==> src/rtl/mon_tx_pkg.sv <==
package mon_tx_pkg;
    typedef enum logic [2:0] {
        ST_IDLE      = 3'd0,
        ST_SEND      = 3'd1,
        ST_WAIT_ACK  = 3'd2,
        ST_WAIT_HOST = 3'd3,
        ST_EOM       = 3'd4
    } tx_state_e;
endpackage

==> src/rtl/mon_tx_hold.sv <==
module mon_tx_hold #(
    parameter int W = 8
) (
    input  logic         clk,
    input  logic         rst_n,
    input  logic         wr_en,
    input  logic [W-1:0] wr_data,
    input  logic         take,
    output logic         vld,
    output logic [W-1:0] data
);
    typedef struct packed {
        logic         vld;
        logic [W-1:0] data;
    } hold_t;

    hold_t r_d, r_q;

    always_comb begin
        r_d = r_q;
        if (take)
            r_d.vld = 1'b0;
        if (wr_en) begin
            r_d.vld  = 1'b1;
            r_d.data = wr_data;
        end
    end

    always_ff @(posedge clk or negedge rst_n) begin
        if (!rst_n) r_q <= '0;
        else        r_q <= r_d;
    end

    assign vld  = r_q.vld;
    assign data = r_q.data;

    // a write always leaves the register holding a byte
    p_write_sets_valid_r2: assert property (@(posedge clk) disable iff (!rst_n)
        wr_en |=> vld);
endmodule

==> src/rtl/mon_tx_wdog.sv <==
module mon_tx_wdog #(
    parameter int LIMIT = 40
) (
    input  logic clk,
    input  logic rst_n,
    input  logic tick,
    input  logic active,
    input  logic hit,
    output logic expire
);
    localparam int CNT_W = $clog2(LIMIT + 1);

    logic [CNT_W-1:0] cnt_d, cnt_q;

    assign expire = active && tick && !hit && (cnt_q == CNT_W'(LIMIT - 1));

    always_comb begin
        cnt_d = cnt_q;
        if (!active || expire)
            cnt_d = '0;
        else if (tick)
            cnt_d = hit ? '0 : cnt_q + 1'b1;
    end

    always_ff @(posedge clk or negedge rst_n) begin
        if (!rst_n) cnt_q <= '0;
        else        cnt_q <= cnt_d;
    end

    // the count never reaches the limit itself
    p_cnt_bound_r5: assert property (@(posedge clk) disable iff (!rst_n)
        cnt_q < CNT_W'(LIMIT));
    // an idle watchdog holds a zero count
    p_idle_zero_r7: assert property (@(posedge clk) disable iff (!rst_n)
        !active |=> (cnt_q == '0));
endmodule

==> src/rtl/mon_tx_timeout.sv <==
module mon_tx_timeout
    import mon_tx_pkg::*;
#(
    parameter int W          = 8,
    parameter int LIMIT      = 40,
    parameter int EOM_FRAMES = 2
) (
    input  logic         clk,
    input  logic         rst_n,
    input  logic         frame_tick,
    input  logic         mr_in,
    input  logic         host_valid,
    input  logic [W-1:0] host_byte,
    input  logic         tout_en,
    output logic         mx_out,
    output logic [W-1:0] tx_byte,
    output logic         abort_pulse,
    output logic         done_pulse
);
    localparam int EOM_W = $clog2(EOM_FRAMES + 1);

    typedef struct packed {
        tx_state_e        state;
        logic             mx;
        logic [W-1:0]     data;
        logic             done;
        logic             abort;
        logic [EOM_W-1:0] eom_cnt;
    } ctl_t;

    ctl_t c_d, c_q;

    logic         hold_vld;
    logic [W-1:0] hold_data;
    logic         take;
    logic         wd_active;
    logic         wd_hit;
    logic         wd_expire;

    mon_tx_hold #(.W(W)) u_hold (
        .clk     (clk),
        .rst_n   (rst_n),
        .wr_en   (host_valid),
        .wr_data (host_byte),
        .take    (take),
        .vld     (hold_vld),
        .data    (hold_data)
    );

    assign wd_active = tout_en &&
                       ((c_q.state == ST_WAIT_ACK) || (c_q.state == ST_WAIT_HOST));
    assign wd_hit    = (c_q.state == ST_WAIT_ACK) ? !mr_in : hold_vld;

    mon_tx_wdog #(.LIMIT(LIMIT)) u_wdog (
        .clk    (clk),
        .rst_n  (rst_n),
        .tick   (frame_tick),
        .active (wd_active),
        .hit    (wd_hit),
        .expire (wd_expire)
    );

    always_comb begin
        c_d       = c_q;
        c_d.done  = 1'b0;
        c_d.abort = 1'b0;
        take      = 1'b0;
        if (frame_tick) begin
            case (c_q.state)
                ST_IDLE: begin
                    if (hold_vld) begin
                        c_d.state = ST_SEND;
                        c_d.mx    = 1'b0;
                        c_d.data  = hold_data;
                        take      = 1'b1;
                    end
                end
                ST_SEND: begin
                    c_d.state = ST_WAIT_ACK;
                    c_d.mx    = 1'b1;
                end
                ST_WAIT_ACK: begin
                    if (!mr_in) begin
                        c_d.state = ST_WAIT_HOST;
                        c_d.done  = 1'b1;
                    end else if (wd_expire) begin
                        c_d.state   = ST_EOM;
                        c_d.abort   = 1'b1;
                        c_d.eom_cnt = '0;
                    end
                end
                ST_WAIT_HOST: begin
                    if (hold_vld) begin
                        c_d.state = ST_SEND;
                        c_d.mx    = 1'b0;
                        c_d.data  = hold_data;
                        take      = 1'b1;
                    end else if (wd_expire) begin
                        c_d.state   = ST_EOM;
                        c_d.abort   = 1'b1;
                        c_d.eom_cnt = '0;
                    end
                end
                ST_EOM: begin
                    c_d.mx = 1'b1;
                    if (c_q.eom_cnt == EOM_W'(EOM_FRAMES - 1))
                        c_d.state = ST_IDLE;
                    else
                        c_d.eom_cnt = c_q.eom_cnt + 1'b1;
                end
                default: begin
                    c_d.state = ST_IDLE;
                    c_d.mx    = 1'b1;
                end
            endcase
        end
    end

    always_ff @(posedge clk or negedge rst_n) begin
        if (!rst_n) begin
            c_q       <= '0;
            c_q.state <= ST_IDLE;
            c_q.mx    <= 1'b1;
        end else begin
            c_q <= c_d;
        end
    end

    assign mx_out      = c_q.mx;
    assign tx_byte     = c_q.data;
    assign abort_pulse = c_q.abort;
    assign done_pulse  = c_q.done;

    // nothing on the channel moves between strobes
    p_frame_only_r2: assert property (@(posedge clk) disable iff (!rst_n)
        !frame_tick |=> ($stable(mx_out) && $stable(tx_byte)));
    // MX is low for a single frame only
    p_mx_low_once_r3: assert property (@(posedge clk) disable iff (!rst_n)
        (!mx_out && frame_tick) |=> mx_out);
    // acknowledge and abort never flag together
    p_flags_excl_r4: assert property (@(posedge clk) disable iff (!rst_n)
        $onehot0({done_pulse, abort_pulse}));
    // MX is high throughout the end-of-message tail
    p_eom_high_r8: assert property (@(posedge clk) disable iff (!rst_n)
        (c_q.state == ST_EOM) |-> mx_out);
    // an abort needs the watchdog enabled at the strobe before
    p_abort_enabled_r9: assert property (@(posedge clk) disable iff (!rst_n)
        abort_pulse |-> ($past(tout_en) && $past(frame_tick)));
endmodule

==> config.mk <==
export PLATFORM = sky130hd
export DESIGN_NAME = mon_tx_timeout
export DESIGN_NICKNAME = d
export VERILOG_FILES = /design/src/rtl/mon_tx_pkg.sv /design/src/rtl/mon_tx_hold.sv /design/src/rtl/mon_tx_wdog.sv /design/src/rtl/mon_tx_timeout.sv
export SDC_FILE = /design/constraint.sdc
export NUM_CORES = 1
export LEC_CHECK = 0
export ABC_CLOCK_PERIOD_IN_PS = 2750
export BUFFER_PORTS_ARGS = -buffer_cell sky130_fd_sc_hd__buf_2
export CORE_AREA = 2 2 44 87
export CTS_CLUSTER_DIAMETER = 40
export DETAILED_ROUTE_END_ITERATION = 12
export DIE_AREA = 0 0 46 89
export SLEW_MARGIN = 20
export SYNTH_ARGS = -nofsm -noshare
export SYNTH_HDL_FRONTEND = slang
export SYNTH_SLANG_ARGS = --single-unit
==> constraint.sdc <==
create_clock -name clk -period 2.75 [get_ports clk]
set_input_delay 0.1375 -clock clk [delete_from_list [all_inputs] [get_ports clk]]
set_output_delay 0.1375 -clock clk [all_outputs]
set_load 0.02 [all_outputs]
* Word-level counts from Yosys, hierarchy flattened
Cells that the tools add are included.
** Cells by class
- $add $sub $neg :: 2
- Multiply operators :: 0
- Div/mod/pow operators :: 0
- Order comparisons :: 0
- Equal/unequal tests :: 12
- Shift operators :: 0
- Mux-type cells :: 27
- Bitwise gates (word level) :: 1
- Reduce and logical (&&, ||, !) cells :: 19
** Operator list (number)
- 3-bit two-way mux :: 7
- 6-bit two-way mux :: 3
- 9-bit two-way mux :: 2
- 8-bit case mux with 2 select lines :: 1
- 3-bit case mux with 5 select lines :: 1
- 12-bit two-way mux :: 1
- 2-bit != test (second input constant) :: 4
- 4-bit AND reduction :: 2
- 1-bit two-way mux :: 7
- 6-bit by 1-bit adder with 6-bit output (second input constant) :: 1
- 3-bit by 2-bit == test with 1-bit output (second input constant) :: 2
- 6-bit == test (second input constant) :: 1
- 2-bit case mux with 3 select lines :: 1
- 2-bit nonzero test :: 3
- 5-bit AND reduction :: 1
- 1-bit logical AND :: 4
- 4-bit two-way mux :: 1
- 2-bit by 1-bit != test with 1-bit output (second input constant) :: 2
- 3-bit by 1-bit == test with 1-bit output (second input constant) :: 1
- 3-bit == test (second input constant) :: 1
- 1-bit zero test :: 3
- 3-bit zero test :: 1
- 1-bit case mux with 3 select lines :: 1
- 3-bit AND reduction :: 1
- 8 further kinds :: 9
** Storage, ports and cells
- Register bits :: 31
- Bits in latches :: 0
- Memory bits (writable) :: 0
- Bits in read-only memories :: 0
- Bits of input ports :: 14
- Output and inout bits :: 11
- Memories kept :: 0

* Longest topological paths before layout
- Depth after elaboration :: 10
- Gate-level depth with buffers :: 6
- Depth with buffers taken out :: 6

* Modules after synthesis
Synthesis repeated with hierarchy kept, for this count alone.
** Second synthesis, totals
- Cell total of the unflattened synthesis :: 140
- Area, all modules :: 1665.3 sq um
** Modules (own cells, without submodules)
- mon_tx_timeout :: instances 1, cells an instance 78, area an instance 899.6 sq um, sequential area each 401.6 sq um
- mon_tx_wdog :: instances 1, cells an instance 42, area an instance 396.6 sq um, sequential area each 150.1 sq um
- mon_tx_hold :: instances 1, cells an instance 20, area an instance 369.1 sq um, sequential area each 225.2 sq um

* Least setup slack after synthesis
OpenSTA, ideal clock, no wires.
- Kind :: flip-flop to flip-flop
- Start point :: register c_q[14] in the netlist's numbering
- End point :: register c_q, in the netlist tx_byte[0]
- Data arrival time :: 1.453 ns
- Path slack :: 1.173 ns
- Cell stages (with the launch flop) :: 5
- Path buffers :: 1
- Clock period less this slack :: 1.577 ns
- Cell sequence :: dfrtp_1 buf_6 nor2b_4 nor4_4 mux2_2
** On the way
- Word-level cells in the longest chain between the ends :: 3
- Elaborated cells between the ends (all ways) :: 7
- Classes of those cells :: 3 x eq/ne; 1 x mux; 3 x reduce/logical
** RTL lines
- start: declaration :: line mon_tx_timeout.sv:31 : ctl_t c_d, c_q;
- 3-bit by 2-bit == test with 1-bit output or 3-bit zero test (tied branches) :: line mon_tx_timeout.sv:69 : case (c_q.state)
- 2-bit by 1-bit != test with 1-bit output (no line) or 2-bit nonzero test (tied branches)
- 4-bit AND reduction (no line)
Several ways; a longest one is shown, not always the timed one.
A chain may end at the register's enable or synchronous reset.

* Final worst setup path
- Start point :: register c_q[13] in the netlist's numbering
- End point :: register c_q, in the netlist tx_byte[7]
Same word-level chain as after synthesis.

==> run summary <==
clock skew -> 0.0104 ns
synth top area cells -> dfrtp_1 (50%), mux2_2 (13%), buf_4 (4.0%)
initial antenna violation count -> 0
largest net degree at the start of global routing -> 32
drt pass-1 iters -> 4
post-synthesis sequential area ratio -> 51.6%
worst slack, placed -> 0.892 ns
clock share of power -> 25.0%
Synth Area in Adders -> 1.66%
CTS tree -> done
Psw -> 0.563 mW
CTS Sinks -> 31
cell count of the worst hold path -> 2
met3 usage -> 3.84%
outcome -> complete, no violations
CTS HTree Levels -> 2
Die Footprint -> 4090 µm²
chip width -> 46 µm
core outline area -> 3380 µm²
GRT overflow -> 0
Slew HR -> 54.5%
simple-gate share of the synthesized area -> 12.5%
most common cell in the synthesized netlist -> dfrtp_1
ant diodes -> 0
CP Class -> reg2reg
worst reg2reg path depth -> 3
Hold/Removal Path Class -> in2reg
port bufs -> 24
Final min period -> 1.85 ns
Worst-Margin Slew -> 0.682 ns
CTS clk-pin slew, worst paths -> 0.07 ns
max-cap viol count -> 0
Avg WL per Cell -> 15.3 µm
Final HPWL DP -> 2080 µm
Placer Congestion -> 0.855
setup TNS -> 0 ns
max-slew violations -> 0
via count -> 1,039
Final Hold Viols -> 0
Layout fillers -> 323
Final period util -> 67.1%
multiplexer area fraction after synthesis -> 14.0%
CP arrival -> 2.01 ns
Avg Inst Size Synth -> 11.6 µm²
TritonCTS Buffers -> 5
P_int -> 1.03 mW
Syn-to-layout area delta -> 12.3%
CP required -> 2.91 ns
Yosys top cell area share -> 49.8%
Mapped Nets -> 146
Post-Syn Instances -> 130
first-pass GRT wire length -> 4800 µm
main combinational cell family by area after synthesis -> multiplexers
RSZ-0062 raised after global routing -> no
final antenna-violating net count -> 0
met1 Track Usage GR -> 18.1%
Worst setup EP type -> flip-flop
IO Count -> 25
ys async rst share -> 100%
Combinational Power Share -> 33.1%
Total Wirelength -> 2790 µm
Hold Worst Slack -> 0.0828 ns
top cell type by total area after synthesis -> dfrtp_1
Cell variety after synth -> 33
DR vias/cell -> 5.71
Pwr Density -> 944 nW/µm²
Reg power frac -> 41.9%
Post-Syn Area -> 1510 µm²
EDFF count, synth -> 0
synth warn -> 0
final setup margin -> 0.904 ns
gr usage total -> 16.2%
FP Rows -> 30
final std cells w/o fill -> 182
DRC Markers -> 0
switching share of power -> 35.3%
startpoint types -> flip-flop
flops & latches, synth -> 31
Initial Util -> 44.6%
vias in the first global route -> 1,063
worst-skew pair later-pin latency -> 0.28 ns
placed cells -> 173
XOR/XNOR Fraction of Synth Area -> 2.33%
GRT Max-Usage Layer -> met2
worst-path maximum fanout -> 14
compound-gate portion of the synthesized area -> 10.8%
Synth top cells by count -> dfrtp_1 (30), mux2_2 (17), o21ai_0 (9)
GRT met2 Usage -> 27.5%
Max Fclk -> 542 MHz
maximum VDD drop -> 0.000585 V
Root Driver -> clkbuf_8
share of cells above drive strength 1 -> 34.7%
First DRT Iteration DRCs -> 18
Post-CTS Setup Repair Bufs -> 0
Final setup viols -> 0
layout net count -> 165
Leakage -> 0.757 nW
CTS max path bufs -> 2
ys flop type -> dfrtp_1
Die Y -> 89 µm
[final timing paths]
path                                startpoint                     endpoint  slack [ns]
setup reg to reg           c_q[13]$_DFFE_PN0P_       tx_byte[7]$_DFFE_PN0P_        0.90
hold / removal                    host_byte[7]   u_hold.data[7]$_DFFE_PN0P_        0.08
hold reg to reg             mx_out$_DFFE_PN1P_           mx_out$_DFFE_PN1P_        0.49
setup / recovery           c_q[13]$_DFFE_PN0P_       tx_byte[7]$_DFFE_PN0P_        0.90
max in group asynchronous                rst_n       tx_byte[7]$_DFFE_PN0P_        1.88
min in group asynchronous                rst_n  u_wdog.cnt_q[2]$_DFFE_PN0P_        0.43
[layout make-up]
cell class | count | area, µm² | area share, %
inverters | 5 | 18.8 | 1.11
well taps | 32 | 40.0 | 2.37
clock inverters | 1 | 7.51 | 0.444
flip-flops and latches | 31 | 777 | 45.9
repair buffers | 25 | 130 | 7.69
clock buffers | 7 | 96.3 | 5.70
multi-input cells | 81 | 622 | 36.8
[sequential cells by signal (all words and copies together) (netlist names)]
signal and cells:
done_pulse 1, u_hold.vld 1, u_hold.data 8, abort_pulse 1, u_wdog.cnt_q 6, tx_byte 8, mx_out 1, c_q 5
[kinds of logic after synthesis]
kind of cell / count (synthesis)
muxes: 19
DFF: 31
and+or+nand+nor: 31
adders and majority gates: 2
AOI/OAI and AO/OA: 25
xor gates and xnor gates: 4
buffers and inverters: 18
[placed cells by master, fill, tap and decap left out, drive strengths merged, types with 5 or more instances in the layout]
| master | Yosys | routed |
|---|---|---|
| mux2 | 17 | 17 |
| nand2 | 8 | 8 |
| o21ai | 9 | 9 |
| nor3 | 7 | 7 |
| buf | 11 | 24 |
| inv | 5 | 5 |
| clkbuf | 2 | 7 |
| dfrtp | 30 | 30 |
[stage by stage]
stage / power (mW) / area (µm²) / util, %
CTS: 1.62 / 1690 / 50.1
floorplan: 1.15 / 1510 / -
global placement: 1.19 / 1580 / 46.7
global route: 1.71 / 1690 / 50.1
finish: 1.60 / 1690 / 50.1
detailed placement: 1.21 / 1580 / 46.7
[worst max-delay path, stage by stage (launching register included)]
cell and delay (ns):
dfrtp_1 0.53, nor2b_1 0.25, nor4_4 0.54, mux2_2 0.40
[power by group through the flow]
stage / Clock (mW) / Combinational [mW] / Sequential (mW)
final: 0.399 / 0.529 / 0.669
after global routing: 0.433 / 0.586 / 0.688
after floorplan: 0 / 0.515 / 0.639
after CTS: 0.411 / 0.538 / 0.670
after detailed placement: 0 / 0.535 / 0.677
after global placement: 0 / 0.518 / 0.674
[repair_timing]
item / CTS / global route
resized for setup: 0 / 0
hold endpoints to repair: 30 / 0
hold buffers: 1 / 0
[routing by layer]
layer	routed length (µm)	up-vias
met5	0	-
met4	76	0
met3	125	8
met2	1520	28
met1	1070	503
li1	-	500
(Power assumes the default switching activity.)
